[config.mk]
export PLATFORM = sky130hd
export DESIGN_NAME = ctrlreg_unit
export DESIGN_NICKNAME = d
export VERILOG_FILES = /design/src/rtl/ctrlreg_pkg.sv /design/src/rtl/ctrlreg_file.sv /design/src/rtl/ctrlreg_prio.sv /design/src/rtl/ctrlreg_unit.sv
export SDC_FILE = /design/constraint.sdc
export NUM_CORES = 1
export LEC_CHECK = 0
export BUFFER_PORTS_ARGS = -buffer_cell sky130_fd_sc_hd__clkbuf_2
export CORE_AREA = 2 2 256 182
export CTS_BUF_LIST = sky130_fd_sc_hd__clkbuf_8
export DETAILED_ROUTE_END_ITERATION = 16
export DIE_AREA = 0 0 258 184
export PLACE_DENSITY = 0.73
export SLEW_MARGIN = 20
export SYNTH_ARGS = -nofsm -noshare
export SYNTH_HDL_FRONTEND = slang
export SYNTH_SLANG_ARGS = --single-unit
[constraint.sdc]
create_clock -name clk -period 2.45 [get_ports clk]
set_input_delay 0.49 -clock clk [delete_from_list [all_inputs] [get_ports clk]]
set_output_delay 0.49 -clock clk [all_outputs]
set_load 0.05 [all_outputs]
[src/rtl/ctrlreg_pkg.sv]
package ctrlreg_pkg;

  localparam int unsigned IDX_CR0  = 0;
  localparam int unsigned IDX_CR3  = 3;
  localparam int unsigned IDX_CR4  = 4;
  localparam int unsigned IDX_PRIO = 8;
  localparam int unsigned NIB_W    = 4;

  typedef struct packed {
    logic cr0;
    logic cr3;
    logic cr4;
  } upd_t;

  // Status-word merge on the low nibble: bits [3:1] come from the operand,
  // bit 0 can only be set.
  function automatic logic [NIB_W-1:0] msw_merge(input logic [NIB_W-1:0] cur,
                                                 input logic [NIB_W-1:0] op);
    return {op[NIB_W-1:1], cur[0] | op[0]};
  endfunction

endpackage

[src/rtl/ctrlreg_file.sv]
module ctrlreg_file
  import ctrlreg_pkg::*;
#(
  parameter int unsigned XLEN  = 32,
  parameter int unsigned IDX_W = 4
) (
  input  logic                             clk,
  input  logic                             rst_n,
  input  logic                             wr_i,
  input  logic                             lmsw_i,
  input  logic [IDX_W-1:0]                 idx_i,
  input  logic [XLEN-1:0]                  wdata_i,
  output logic [(1<<IDX_W)-1:0][XLEN-1:0]  regs_o,
  output upd_t                             upd_o
);
  localparam int unsigned NREG = 1 << IDX_W;

  logic [NREG-1:0] we_vec;
  logic            msw_fire;
  upd_t            upd_d;
  upd_t            upd_q;

  // The load loses to a write in the same cycle.
  assign msw_fire = lmsw_i && !wr_i;

  for (genvar i = 0; i < NREG; i++) begin : g_reg
    assign we_vec[i] = wr_i && (idx_i == IDX_W'(i));
    if (i == IDX_PRIO) begin : g_hole
      assign regs_o[i] = '0;
    end else if (i == IDX_CR0) begin : g_cr0
      logic [XLEN-1:0] q;
      always_ff @(posedge clk) begin
        if (!rst_n)
          q <= '0;
        else if (we_vec[i])
          q <= wdata_i;
        else if (msw_fire)
          q <= {q[XLEN-1:NIB_W], msw_merge(q[NIB_W-1:0], wdata_i[NIB_W-1:0])};
      end
      assign regs_o[i] = q;
    end else begin : g_plain
      logic [XLEN-1:0] q;
      always_ff @(posedge clk) begin
        if (!rst_n)
          q <= '0;
        else if (we_vec[i])
          q <= wdata_i;
      end
      assign regs_o[i] = q;
    end
  end

  always_comb begin
    upd_d.cr0 = we_vec[IDX_CR0] || msw_fire;
    upd_d.cr3 = we_vec[IDX_CR3];
    upd_d.cr4 = we_vec[IDX_CR4];
  end

  always_ff @(posedge clk) begin
    if (!rst_n)
      upd_q <= '0;
    else
      upd_q <= upd_d;
  end

  assign upd_o = upd_q;


  cr3_pulse_src_chk: assert property (@(posedge clk) disable iff (!rst_n)
    upd_q.cr3 |-> $past(wr_i && idx_i == IDX_W'(IDX_CR3)));

  cr4_pulse_src_chk: assert property (@(posedge clk) disable iff (!rst_n)
    upd_q.cr4 |-> $past(wr_i && idx_i == IDX_W'(IDX_CR4)));

  pe_sticky_chk: assert property (@(posedge clk) disable iff (!rst_n)
    ($past(msw_fire) && $past(regs_o[IDX_CR0][0])) |-> regs_o[IDX_CR0][0]);

  msw_high_keep_chk: assert property (@(posedge clk) disable iff (!rst_n)
    msw_fire |=> regs_o[IDX_CR0][XLEN-1:NIB_W] == $past(regs_o[IDX_CR0][XLEN-1:NIB_W]));

  msw_pulse_chk: assert property (@(posedge clk) disable iff (!rst_n)
    msw_fire |=> upd_q.cr0);

endmodule

[src/rtl/ctrlreg_prio.sv]
module ctrlreg_prio
  import ctrlreg_pkg::*;
#(
  parameter int unsigned XLEN = 32
) (
  input  logic            clk,
  input  logic            rst_n,
  input  logic            vintr_i,
  input  logic            wr8_i,
  input  logic [XLEN-1:0] wdata_i,
  input  logic [XLEN-1:0] tpr_ext_i,
  output logic [XLEN-1:0] rd_val_o,
  output logic            tpr_wr_o,
  output logic [XLEN-1:0] tpr_wdata_o
);
  logic [NIB_W-1:0] vtpr_q;
  logic             fwd_fire;
  logic             fwd_q;
  logic [XLEN-1:0]  fwd_data_q;

  assign fwd_fire = wr8_i && !vintr_i;

  always_ff @(posedge clk) begin
    if (!rst_n) begin
      vtpr_q     <= '0;
      fwd_q      <= 1'b0;
      fwd_data_q <= '0;
    end else begin
      fwd_q <= fwd_fire;
      if (wr8_i)
        vtpr_q <= wdata_i[NIB_W-1:0];
      if (fwd_fire)
        fwd_data_q <= wdata_i;
    end
  end

  assign rd_val_o    = vintr_i ? {{(XLEN-NIB_W){1'b0}}, vtpr_q} : tpr_ext_i;
  assign tpr_wr_o    = fwd_q;
  assign tpr_wdata_o = fwd_data_q;


  tpr_fwd_mode_chk: assert property (@(posedge clk) disable iff (!rst_n)
    tpr_wr_o |-> $past(wr8_i && !vintr_i));

  shadow_load_chk: assert property (@(posedge clk) disable iff (!rst_n)
    wr8_i |=> vtpr_q == $past(wdata_i[NIB_W-1:0]));

endmodule

[src/rtl/ctrlreg_unit.sv]
module ctrlreg_unit
  import ctrlreg_pkg::*;
#(
  parameter int unsigned XLEN  = 32,
  parameter int unsigned IDX_W = 4
) (
  input  logic             clk,
  input  logic             rst_n,
  input  logic [IDX_W-1:0] idx_i,
  input  logic [XLEN-1:0]  wdata_i,
  input  logic             wr_i,
  input  logic             rd_i,
  input  logic             lmsw_i,
  input  logic             vintr_i,
  input  logic [XLEN-1:0]  tpr_ext_i,
  output logic [XLEN-1:0]  rd_data_o,
  output logic             rd_valid_o,
  output logic             upd_cr0_o,
  output logic             upd_cr3_o,
  output logic             upd_cr4_o,
  output logic             tpr_wr_o,
  output logic [XLEN-1:0]  tpr_wdata_o
);
  localparam int unsigned NREG = 1 << IDX_W;

  logic [NREG-1:0][XLEN-1:0] regs;
  upd_t                      upd;
  logic                      sel_prio;
  logic                      wr8;
  logic [XLEN-1:0]           prio_val;
  logic [XLEN-1:0]           rd_sel;
  logic [XLEN-1:0]           rd_q;
  logic                      rv_q;

  assign sel_prio = (idx_i == IDX_W'(IDX_PRIO));
  assign wr8      = wr_i && sel_prio;

  ctrlreg_file #(.XLEN(XLEN), .IDX_W(IDX_W)) file_i (
    .clk     (clk),
    .rst_n   (rst_n),
    .wr_i    (wr_i),
    .lmsw_i  (lmsw_i),
    .idx_i   (idx_i),
    .wdata_i (wdata_i),
    .regs_o  (regs),
    .upd_o   (upd)
  );

  ctrlreg_prio #(.XLEN(XLEN)) prio_i (
    .clk         (clk),
    .rst_n       (rst_n),
    .vintr_i     (vintr_i),
    .wr8_i       (wr8),
    .wdata_i     (wdata_i),
    .tpr_ext_i   (tpr_ext_i),
    .rd_val_o    (prio_val),
    .tpr_wr_o    (tpr_wr_o),
    .tpr_wdata_o (tpr_wdata_o)
  );

  assign rd_sel = sel_prio ? prio_val : regs[idx_i];

  always_ff @(posedge clk) begin
    if (!rst_n) begin
      rd_q <= '0;
      rv_q <= 1'b0;
    end else begin
      rv_q <= rd_i;
      if (rd_i)
        rd_q <= rd_sel;
    end
  end

  assign rd_data_o  = rd_q;
  assign rd_valid_o = rv_q;
  assign upd_cr0_o  = upd.cr0;
  assign upd_cr3_o  = upd.cr3;
  assign upd_cr4_o  = upd.cr4;


  rd_valid_follow_chk: assert property (@(posedge clk) disable iff (!rst_n)
    rd_i |=> rd_valid_o);

  rd_valid_src_chk: assert property (@(posedge clk) disable iff (!rst_n)
    rd_valid_o |-> $past(rd_i));

  cr0_pulse_src_chk: assert property (@(posedge clk) disable iff (!rst_n)
    upd_cr0_o |-> $past((wr_i && idx_i == IDX_W'(IDX_CR0)) || lmsw_i));

endmodule

# After elaboration in Yosys (flattened, before gate mapping)
# Cells that the tools add are included.
# classes
order_cmp,1
n_eq_ne,15
n_mux,6
bitwise_logic,1
n_reduce_logical,23
# op_table
op,count
$bmux 32 s4,1
$mux 32,4
$eq 4x4->1 const B,8
$logic_and 1x1->1,18
$eq 4x3->1 const B,4
$eq 4x2->1 const B,2
$lt 4x5->1 const B,1
$eq 4x1->1 const B,1
$logic_not 4->1,1
$mux 4,1
$logic_not 1->1,2
$reduce_bool 2->1,1
$logic_or 1x1->1,1
$or 1x1->1,1
# totals
regBits,553
in_bits,74
wordCells,70

# Logic depth before layout (Yosys ltp)
# depth
depth_word,4
ltp_mapped,8
ltp_nobuf,4

# Hierarchy
# From an unflattened synthesis, not the netlist that was laid out.
# hier_totals
cells_unflattened,2928
area_unflattened_um2,26868.3
# by_module_without_submodules
module,n_inst,cells_each,area_each_um2,seq_area_each_um2
ctrlreg_file,1,2272,19765.2,9669.3
ctrlreg_unit,1,465,5365.1,660.6
ctrlreg_prio,1,191,1737.9,740.7

# Least setup slack after synthesis
# No wires, ideal clock.
# synth_timing
path_type,input-to-reg
start,in idx_i[0]
end,reg rd_q[11] (netlist: rd_data_o[11])
arrival_time_ns,1.847
t_required_ns,2.325
path_slack_ns,0.477
cell_stages,6
path_buffers,3
cell_sequence,buf_4 > buf_6 > buf_2 > mux4_2 > a21oi_1 > a31oi_1
# synth_via
elab_chain_cells,3
elab_cells_between_ends,4
cone_classes,eq/ne (1); mux (3)
# synth_lines
item,line,source
"start, declared",ctrlreg_unit.sv:9,"input logic [IDX_W-1:0] idx_i,"
$bmux 32 s4,ctrlreg_unit.sv:61,assign rd_sel = sel_prio ? prio_val : regs[idx_i];
$mux 32 (implied by the code),ctrlreg_unit.sv:61,
$mux 32 *,ctrlreg_unit.sv:61,
"end signal, assigned",ctrlreg_unit.sv:70,rd_q <= rd_sel;
"end, declared",ctrlreg_unit.sv:32,logic [XLEN-1:0] rd_q;
# Mark *: on every way between the ends. The rest lies on a longest branch, timed or not. The select of a mux whose other input is x is not followed.
# A chain may end at the register's enable or synchronous reset.

# Worst setup path after layout
# layout_timing
start,reg rd_q[1] (netlist: rd_data_o[1])
end,out rd_data_o[1]
# layout_rtl
item,line,source
"end, declared",ctrlreg_unit.sv:16,"output logic [XLEN-1:0] rd_data_o,"
# No word-level cell between the ends.

==> results_dict.tcl <==
set metrics [dict create \
    status "finished, final reports clean" \
    path_buf_inv 1 \
    place_hpwl_mm 53.9 \
    yosysTopAreaCellShare 0.451 \
    gp_congestion 0.945 \
    rsz0062_at_grt "no" \
    wirelength_mm 82.4 \
    cp_max_fo 2 \
    synth_edf_count 0 \
    setup_tns_ns 0 \
    stdcell_count 3621 \
    cts-root-buf "clkbuf_8" \
    grt_pass1_vias 21266 \
    relSlewSlack 0.463 \
    postCtsResizedCells 0 \
    num-nets-final 3023 \
    yosysSeqAreaShare 0.451 \
    initial_core_util 0.548 \
    worst_path_dominant_cell_family "flip-flops" \
    antenna_found_initial 8 \
    end_kind "output port" \
    synth_fp_nets 2949 \
    finalHoldViolCount 0 \
    core_um2 44800 \
    drv_slew 0 \
    syn_inst 2875 \
    hp-class "primary input to flip-flop" \
    dp.cells 3467 \
    final-setup-viol-count 0 \
    cts_buffers 83 \
    syn_to_final_growth_pct 14.0 \
    power.density_nw_per_um2 680 \
    drcViolationCount 0 \
    yosys_warnings 0 \
    via_per_inst 6.02 \
    fin_crit_ns 2.06 \
    cts_setup_buffers 0 \
    syn-cell-area_um2 24600 \
    fin_skew_ns 0.0230 \
    die_h_um 184 \
    synth.distinct_cells 43 \
    track_usage 0.343 \
    drive_above_1_share 0.170 \
    path_clk_slew_ns 0.07 \
    clockBufferDepth 3 \
    tightest_slew_ns 0.803 \
    die_width_um 258 \
    syn_area_per_cell_um2 8.54 \
    path_class "flip-flop to output port" \
    synth_top_cell_by_area "dfxtp_1" \
    drt_iter0_drc 2628 \
    ir_drop_mv 0.475 \
    cp-start-kind "flip-flop" \
    critPathRequiredTime_ns 1.96 \
    synth-async-reset-ratio 0 \
    max_freq_ghz 0.486 \
    grt_max_degree 169 \
    slowest_delay_ns 0.51 \
    power.leakage_nw 9.80 \
    htreeDepth 3 \
    cap_violations 0 \
    cts_hold_buf 0 \
    io_pins 143 \
    placementRows 65 \
    drt-pass1-iter-count 6 \
    tritoncts "built" \
    die-area_um2 47500 \
    drtAntennaViolNets 0 \
    vias 21783 \
    ys_ff_latch 553 \
    routedWlPerCell_um 22.8 \
    cp_slowest_cell "dfxtp_1" \
    yosys_most_used_dff "dfxtp_1" \
    path_cells "clkbuf_2" \
    cts.sinks 553 \
    grt_first_pass_wirelength_mm 124 \
    cp.arrival_ns 1.57 \
    clock_latency_ns 0.68 \
    post-route-period-util 0.839 \
    grt-ovfl-total 0 \
    synthTopCellsByArea "dfxtp_1 45%, nand2_1 16%, a21boi_0 13%" \
    port_buffers 142 \
]
[cells by family (layout without fill, tap and decap cells)]
kind of cell	Yosys count	count (layout)	synth area share
AND/OR/NAND/NOR	1166	1166	0.186
flip-flops	553	553	0.451
other	0	8	0
multiplexers	166	166	0.102
buffers and inverters	300	435	0.0539
AO/OA/AOI/OAI	690	690	0.207
[layer usage]
metal	GRT usage	part of all wire	vias to the layer above
met5	0.0103	0.00084	-
met4	0.163	0.042	2
met3	0.0819	0.12	227
met2	0.530	0.45	1305
met1	0.452	0.39	10457
li1	-	-	9792
[registers in the layout (all words and copies together), names as in the netlist]
register	flops
prio_i.tpr_wr_o	1
prio_i.vtpr_q	4
rd_valid_o	1
file_i.g.g_plain.q	448
file_i.g.g_cr0.q	32
prio_i.tpr_wdata_o	32
file_i.upd_o	3
rd_data_o	32
[layout by cell type, fill, tap and decap left out, drive strengths merged, types with 12 or more instances in the layout]
cell | netlist | final
a21boi | 513 | 513
mux4 | 65 | 65
nor2b | 12 | 12
nand2 | 1073 | 1073
o221ai | 36 | 36
nor2 | 24 | 24
a21oi | 22 | 22
nand2b | 24 | 24
o21ai | 44 | 44
clkbuf | 192 | 245
dfxtp | 553 | 553
nand3 | 17 | 17
mux2i | 86 | 86
mux2 | 15 | 15
inv | 8 | 29
buf | 99 | 140
a31oi | 18 | 18
a221oi | 15 | 15
[cell usage after synthesis, types with 2 or more instances]
| master | n |
|---|---|
| a21oi_1 | 22 |
| mux2i_1 | 86 |
| nand3b_1 | 2 |
| mux2_2 | 15 |
| o311ai_0 | 2 |
| o41ai_1 | 2 |
| a311oi_1 | 8 |
| inv_1 | 8 |
| buf_1 | 3 |
| mux4_2 | 65 |
| a211oi_1 | 6 |
| and2_1 | 3 |
| buf_6 | 5 |
| o21ai_0 | 44 |
| nor2b_1 | 12 |
| and3_1 | 3 |
| buf_2 | 73 |
| o221ai_1 | 36 |
| a21boi_1 | 81 |
| buf_4 | 18 |
| nand2b_1 | 24 |
| a21boi_0 | 432 |
| nand2_1 | 1073 |
| a22o_1 | 3 |
| a221o_1 | 8 |
| a31oi_1 | 18 |
| a22oi_1 | 9 |
| o31ai_1 | 4 |
| dfxtp_1 | 553 |
| nor2_1 | 24 |
| clkbuf_1 | 191 |
| a221oi_1 | 15 |
| nand3_1 | 17 |
[where the power goes]
part           total, mW  internal [mW]  switching [mW]
logic               1.63          0.557            1.08
registers           9.22           9.13          0.0887
clock network       8.19           4.49            3.70
[final timing paths]
| path | startpoint | endpoint | slack, ns | cells past startpoint |
|---|---|---|---|---|
| hold reg to reg | prio_i.tpr_wdata_o[14] | prio_i.tpr_wdata_o[14] | 0.45 | 2 |
| setup reg to reg | file_i.g_reg[3].g_plain.q[27] | rd_data_o[27] | 0.95 | 3 |
| hold / removal | tpr_ext_i[14] | rd_data_o[14] | 0.07 | 3 |
| setup / recovery | rd_data_o[1] | rd_data_o[1] | 0.39 | 1 |
[stage by stage]
step | total power [mW] | instance area, um2 | hold WS [ns] | setup slack [ns] | util
after floorplan | 10.4 | 24600 | 0.432 | 0.477 | -
after global placement | 11.0 | 26200 | 0.438 | 0.0145 | 0.585
after detailed placement | 11.0 | 26200 | 0.443 | -0.0214 | 0.585
after CTS | 19.0 | 28000 | 0.0539 | 0.422 | 0.624
after global routing | 19.6 | 28000 | 0.0736 | 0.367 | 0.625
final | 19.0 | 28000 | 0.0676 | 0.394 | 0.625
[area by class of cell]
cell class / instances / area (um2)
well taps: 603 / 754
diodes: 8 / 20.0
multi-input cells: 2022 / 12300
fillers: 3760 / 16800
flip-flops and latches: 553 / 11100
clock buffers: 105 / 1450
repair buffers: 280 / 2070
inverters: 9 / 33.8
clock inverters: 41 / 347
(Power assumes the default switching activity.)
